--- src/rtl/ce_gate_pkg.sv ---
// Package: shared types for the chip-enable gate.
// Assumes: nothing beyond IEEE 1800-2017.
package ce_gate_pkg;

    // Gate control states: passing, finishing an access, blocked.
    typedef enum logic [1:0] {
        GATE_OPEN   = 2'd0,
        GATE_GRACE  = 2'd1,
        GATE_CLOSED = 2'd2
    } gate_state_t;

endpackage

--- src/rtl/ce_gate_timer.sv ---
// Module: grace-window counter.
// Counts clock edges spent in the grace window and flags the last one.
// Assumes: start and run are never high together; GRACE_CYC >= 1.
module ce_gate_timer #(
    parameter int GRACE_CYC = 8
) (
    input  logic clk,
    input  logic rst_n,
    input  logic start,
    input  logic run,
    output logic expired
);
    localparam int CNT_W = (GRACE_CYC > 1) ? $clog2(GRACE_CYC) : 1;
    localparam logic [CNT_W-1:0] LAST = CNT_W'(GRACE_CYC - 1);

    logic [CNT_W-1:0] cnt;

    // Clear on window entry, advance while the window runs, hold at the end.
    always_ff @(posedge clk) begin
        if (!rst_n) begin
            cnt <= '0;
        end else if (start) begin
            cnt <= '0;
        end else if (run && !expired) begin
            cnt <= cnt + 1'b1;
        end
    end

    // Last edge of the window reached.
    always_comb begin
        expired = (cnt == LAST);
    end


    cnt_in_window_chk: assert property (@(posedge clk) disable iff (!rst_n)
        cnt <= LAST);


    cnt_cleared_on_start_chk: assert property (@(posedge clk) disable iff (!rst_n)
        start |=> (cnt == '0));

endmodule

--- src/rtl/ce_gate_fsm.sv ---
// Module: gate control state machine.
// Decides, edge by edge, whether chip-enable may reach the memory.
// Assumes: sys_in_reset and ce_in_n are synchronous to clk.
module ce_gate_fsm
    import ce_gate_pkg::*;
(
    input  logic        clk,
    input  logic        rst_n,
    input  logic        sys_in_reset,
    input  logic        ce_in_n,
    input  logic        win_expired,
    output logic        win_start,
    output logic        win_run,
    output gate_state_t state
);
    gate_state_t state_nx;

    // Next-state decision for the open/grace/closed machine.
    always_comb begin
        state_nx = state;
        unique case (state)
            GATE_OPEN: begin
                if (sys_in_reset) begin
                    state_nx = ce_in_n ? GATE_CLOSED : GATE_GRACE;
                end
            end
            GATE_GRACE: begin
                if (ce_in_n || win_expired) begin
                    state_nx = GATE_CLOSED;
                end
            end
            GATE_CLOSED: begin
                if (!sys_in_reset && ce_in_n) begin
                    state_nx = GATE_OPEN;
                end
            end
            default: state_nx = GATE_CLOSED;
        endcase
    end

    // State register; system reset leaves the gate closed.
    always_ff @(posedge clk) begin
        if (!rst_n) begin
            state <= GATE_CLOSED;
        end else begin
            state <= state_nx;
        end
    end

    // Timer control derived from the machine.
    always_comb begin
        win_start = (state == GATE_OPEN) && (state_nx == GATE_GRACE);
        win_run   = (state == GATE_GRACE);
    end


    grace_entry_chk: assert property (@(posedge clk) disable iff (!rst_n)
        (state == GATE_OPEN && sys_in_reset && !ce_in_n) |=> (state == GATE_GRACE));


    grace_end_on_idle_chk: assert property (@(posedge clk) disable iff (!rst_n)
        (state == GATE_GRACE && ce_in_n) |=> (state == GATE_CLOSED));


    idle_close_chk: assert property (@(posedge clk) disable iff (!rst_n)
        (state == GATE_OPEN && sys_in_reset && ce_in_n) |=> (state == GATE_CLOSED));


    reopen_cond_chk: assert property (@(posedge clk) disable iff (!rst_n)
        (state == GATE_OPEN && $past(state) == GATE_CLOSED)
            |-> ($past(ce_in_n) && !$past(sys_in_reset)));

endmodule

--- src/rtl/ce_gate_path.sv ---
// Module: chip-enable output stage.
// Passes chip-enable while the gate is open or in grace, forces it high otherwise.
// Assumes: the path is combinational; no clock latency on chip-enable.
module ce_gate_path
    import ce_gate_pkg::*;
(
    input  logic        clk,
    input  logic        rst_n,
    input  gate_state_t state,
    input  logic        ce_in_n,
    output logic        ce_out_n,
    output logic        gate_open
);
    // Output select from the control state.
    always_comb begin
        gate_open = (state == GATE_OPEN) || (state == GATE_GRACE);
        ce_out_n  = gate_open ? ce_in_n : 1'b1;
    end


    closed_high_chk: assert property (@(posedge clk) disable iff (!rst_n)
        !gate_open |-> ce_out_n);


    open_follow_chk: assert property (@(posedge clk) disable iff (!rst_n)
        (state == GATE_OPEN) |-> (ce_out_n == ce_in_n));

endmodule

--- src/rtl/ce_gate_guard.sv ---
// Module: top of the memory chip-enable gate with write completion.
// Blocks chip-enable while the processor is in reset, finishing an in-flight
// access for at most GRACE_CYC clock edges.
// Assumes: synchronous active-low rst_n; sys_in_reset is synchronous to clk.
module ce_gate_guard #(
    parameter int GRACE_CYC = 4500
) (
    input  logic clk,
    input  logic rst_n,
    input  logic sys_in_reset,
    input  logic ce_in_n,
    output logic ce_out_n,
    output logic gate_open
);
    import ce_gate_pkg::*;

    gate_state_t state;
    logic        win_start;
    logic        win_run;
    logic        win_expired;

    ce_gate_fsm u_fsm (
        .clk          (clk),
        .rst_n        (rst_n),
        .sys_in_reset (sys_in_reset),
        .ce_in_n      (ce_in_n),
        .win_expired  (win_expired),
        .win_start    (win_start),
        .win_run      (win_run),
        .state        (state)
    );

    ce_gate_timer #(
        .GRACE_CYC (GRACE_CYC)
    ) u_timer (
        .clk     (clk),
        .rst_n   (rst_n),
        .start   (win_start),
        .run     (win_run),
        .expired (win_expired)
    );

    ce_gate_path u_path (
        .clk       (clk),
        .rst_n     (rst_n),
        .state     (state),
        .ce_in_n   (ce_in_n),
        .ce_out_n  (ce_out_n),
        .gate_open (gate_open)
    );


    reset_closed_chk: assert property (@(posedge clk)
        !rst_n |=> (!gate_open && ce_out_n));

endmodule

--- config.mk ---
export PLATFORM = sky130hd
export DESIGN_NAME = ce_gate_guard
export DESIGN_NICKNAME = d
export VERILOG_FILES = /design/src/rtl/ce_gate_pkg.sv /design/src/rtl/ce_gate_timer.sv /design/src/rtl/ce_gate_fsm.sv /design/src/rtl/ce_gate_path.sv /design/src/rtl/ce_gate_guard.sv
export SDC_FILE = /design/constraint.sdc
export NUM_CORES = 1
export LEC_CHECK = 0
export ABC_AREA = 0
export BUFFER_PORTS_ARGS = -buffer_cell sky130_fd_sc_hd__buf_2
export CORE_MARGIN = 2
export CORE_UTILIZATION = 25
export DETAILED_ROUTE_END_ITERATION = 8
export PLACE_DENSITY = 0.37
export SYNTH_ARGS = -nofsm -noshare
export SYNTH_HDL_FRONTEND = slang
export SYNTH_SLANG_ARGS = --single-unit
export TNS_END_PERCENT = 50
--- constraint.sdc ---
create_clock -name clk -period 3.7 [get_ports clk]
set_input_delay 0.74 -clock clk [delete_from_list [all_inputs] [get_ports clk]]
set_output_delay 0.74 -clock clk [all_outputs]
set_load 0.01 [all_outputs]
==> flow_summary.rst <==
.. list-table::
   :header-rows: 1

   * - Metric
     - Value
   * - Kind of path behind the tightest hold check
     - register to register
   * - Drt total wl
     - 1540 um
   * - Clock transition at the register clock pins on the worst setup and hold paths after CTS
     - ~90 ps
   * - Layout area overhead
     - 11.1%
   * - Width of the die
     - 58.2 um
   * - Maximum single-stage delay on the critical path
     - 310 ps
   * - Post-CTS Resized
     - 0
   * - Post-synthesis instance area
     - between 700 and 800 sq um
   * - Setup CP Type
     - primary input to output port
   * - Count of flip-flops with a built-in enable after synthesis
     - 0
   * - Worst vdd ir
     - 0.155 mV
   * - Highest-count cells in the layout ignoring fill and taps
     - dfxtp_1, nor2_1, xor2_1
   * - Capturing element type of the critical path
     - output port
   * - Synth async-reset ratio
     - 0%
   * - Switching power total
     - 0.0000657 W
   * - Met1 Usage GRT
     - 14.4%
   * - Clock Sink Count
     - 15
   * - Row count
     - 19
   * - I/O Pins
     - 6
   * - Routed WL per cell
     - 12.7 um
   * - Most common library cell in the layout ignoring fill and taps
     - dfxtp_1
   * - Count of unique library cells instantiated by Yosys
     - 32
   * - Setup TNS
     - 0 ps
   * - Height of the die
     - 58.2 um
   * - Antenna violations before repair
     - 0
   * - Reg2reg start
     - u_fsm.state[1]$_SDFF_PN1_
   * - Routability-driven placement congestion ratio
     - 0.630
   * - Slew Limit Fails
     - 0
   * - Internal power
     - 0.000210 W
   * - Flip-flop cell with the highest count after synthesis
     - dfxtp_1
   * - Avg Synthesized Cell Area
     - 8.86 sq um
   * - Area share of the largest cell type after synthesis
     - 40.8%
   * - Initial core utilization
     - 26.5%
   * - Peak clock frequency supported by timing
     - 488 MHz
   * - Global route overflow
     - 0
   * - Outcome
     - finished clean
   * - Highest net fanout along the worst path
     - 5
   * - Inserted Clock Buffers
     - 3
   * - Data arrival time at the worst-slack endpoint
     - between 1000 and 1500 ps
   * - CP Launch Type
     - primary input
   * - Final setup vio count
     - 0
   * - Wire length of the first global-routing pass
     - around 2600 um
   * - Buffer cell driving the clock tree root
     - clkbuf_4
   * - Shortest period the worst path allows
     - 2050 ps
   * - Clk buf depth
     - 2
   * - CTS tree
     - built
   * - Number of buffers added on ports
     - 5
   * - WHS Path Cells
     - 2
   * - Met2 usage
     - about 15%
   * - Power per cell area
     - approximately 340 nW/um^2
   * - Unrepaired setup endpoints after global routing
     - no
   * - Syn Nets
     - 88
   * - H-Tree Level Count
     - 1
   * - Destination of the worst register-to-register timing path
     - u_timer.cnt[11]$_SDFFE_PP0P_
   * - Detailed router's first-iteration violation count
     - 21
   * - GRT Total Usage
     - 10.5%
   * - Die area
     - 3390 sq um
   * - Flop2flop setup slack
     - 1990 ps
   * - DRC violation count after routing
     - 0
   * - Register share of total power
     - 59.5%
   * - Most frequent cell on the critical path
     - buf_2
   * - Post-synthesis register bit count
     - 15
   * - CP required
     - 2960 ps
   * - Combinational share of power
     - 4.8%
   * - Post-DR vias/cell
     - between 4 and 5
   * - Share of the clock period used by the worst path after layout
     - 55.3%
   * - Share of total power consumed by net switching
     - 23.8%
   * - Worst-case headroom to the max-slew limit
     - 58.1%
   * - Total of warnings raised by yosys
     - 0
   * - CTS Hold Bufs
     - 0
   * - Number of max-cap violations
     - 0
   * - Remaining number of nets flagged by the antenna check after routing
     - 0
   * - Nets
     - 96
   * - Worst r2r path cells
     - 4
   * - Utilization after layout
     - 29.4%
   * - Clock tree skew after final layout
     - ~1.6 ps
   * - Clock network latency to the later pin of the worst-skew pair
     - 290 ps
   * - Total inserted antenna cells
     - 0
   * - Source of the worst hold timing path
     - u_timer.cnt[12]$_SDFFE_PP0P_
   * - Core region area
     - roughly 2800 sq um
   * - Hold Violations, Final
     - 0
   * - Leakage power
     - 0.320 nW
   * - Via total after detailed routing
     - 583
   * - Global routing's busiest layer
     - met2
   * - Least-Margin Pin Slew
     - 624 ps
   * - Part of the Yosys area used for sequential elements
     - 40.8%
   * - Half-perimeter wire length after detailed placement
     - ~1100 um
   * - Dominant cell type by area after synthesis
     - dfxtp_1
   * - Cell count after synthesis
     - a little over 80
   * - Layout cells sized above 1
     - 15.6%
   * - Post-CTS setup-driven buffer insertion count
     - 0
   * - Cell with the largest stage delay on the worst path
     - or2_2
   * - Top cells by area, synth
     - dfxtp_1, xor2_1, nor2_1, nand3_1, a21oi_1
   * - Cell chain of the critical path
     - buf_2 -> or2_2 -> buf_2
   * - TritonRoute pass-1 iters
     - 2
   * - Vias in the first global route
     - about 540
   * - Met3 capacity usage during global routing
     - 4.02%
   * - Hold endpoint
     - u_timer.cnt[12]$_SDFFE_PP0P_
   * - Maximum number of pins on one net before global-route repair
     - 9
   * - Part of the total power dissipated in the clock network
     - 35.6%
-- critical path: cells and delay by family --
kind	cells	cell delay (ps)
and+or+nand+nor	1	310
buffers and inverters	2	250
-- flip-flops by register name, indices dropped and copies added, names as in the netlist --
name and flops:
u_timer.cnt 13, u_fsm.state 2
-- area by class of cell --
class / count / area, sq um
Tap cell: 31 / 38.8
Sequential cell: 15 / 300
Timing Repair Buffer: 6 / 32.5
Inverter: 4 / 15.0
Multi-Input combinational cell: 61 / 404
Fill cell: 297 / 1960
Clock buffer: 4 / 26.3
-- kinds of logic (layout without fill, tap and decap cells) --
family	count (synthesis)	count (layout)	share of synthesized area, %
AOI/OAI and AO/OA	10	10	8.50
xor gates and xnor gates	8	8	9.52
adders and majority gates	1	1	1.70
buffers and inverters	7	14	4.25
DFF	15	15	40.8
muxes	2	2	2.89
and+or+nand+nor	40	40	32.3
-- per-stage QoR --
| stage | setup slack (ps) | hold WS (ps) | power [W] | area [sq um] | cells |
|---|---|---|---|---|---|
| after detailed placement | 1530 | 474 | 0.000181 | 791 | 117 |
| after floorplan | 1810 | 447 | 0.000175 | 736 | 83 |
| after CTS | 1650 | 490 | 0.000284 | 817 | 121 |
| after global routing | 1640 | 516 | 0.000289 | 817 | 121 |
| final | 1650 | 491 | 0.000276 | 817 | 121 |
| after global placement | 1580 | 476 | 0.000181 | 791 | 117 |
-- power by group through the flow --
stage,clock network (W),logic [W],registers [W]
2_1_floorplan,0,0.00000795,0.000167
3_3_place_gp,0,0.0000133,0.000168
3_5_place_dp,0,0.0000134,0.000168
4_1_cts,0.000106,0.0000135,0.000164
5_1_grt,0.000110,0.0000148,0.000164
6_report,0.0000982,0.0000133,0.000164
-- cells in the mapped netlist, types with 2 or more instances --
library cell  instances
dfxtp_1              15
a21oi_1               4
or4_1                 2
xor2_1                7
and4b_1               2
o31ai_1               2
inv_1                 4
nand2_1               4
nor2_1               13
and4_1                2
nand2b_1              2
nand4_1               2
nand3_1               5
-- per-layer routing --
layer / part of all wire [%] / vias up / wire length (um)
met5: 0 / - / 0
met3: 4.0 / 2 / 62
met4: 1.1 / 0 / 17
met1: 54 / 263 / 839
li1: - / 310 / -
met2: 40 / 8 / 620
-- worst max-delay path by stage --
stage,from,end,slack (ps),cells after the start
final,ce_in_n,ce_out_n,1650,3
after global routing,ce_in_n,ce_out_n,1640,3
after CTS,ce_in_n,ce_out_n,1650,3
after detailed placement,ce_in_n,u_timer.cnt[11]$_SDFFE_PP0P_,1530,5
after global placement,ce_in_n,u_timer.cnt[11]$_SDFFE_PP0P_,1580,5
after floorplan,ce_in_n,ce_out_n,1810,2
Power figures use the tool's default switching activity.
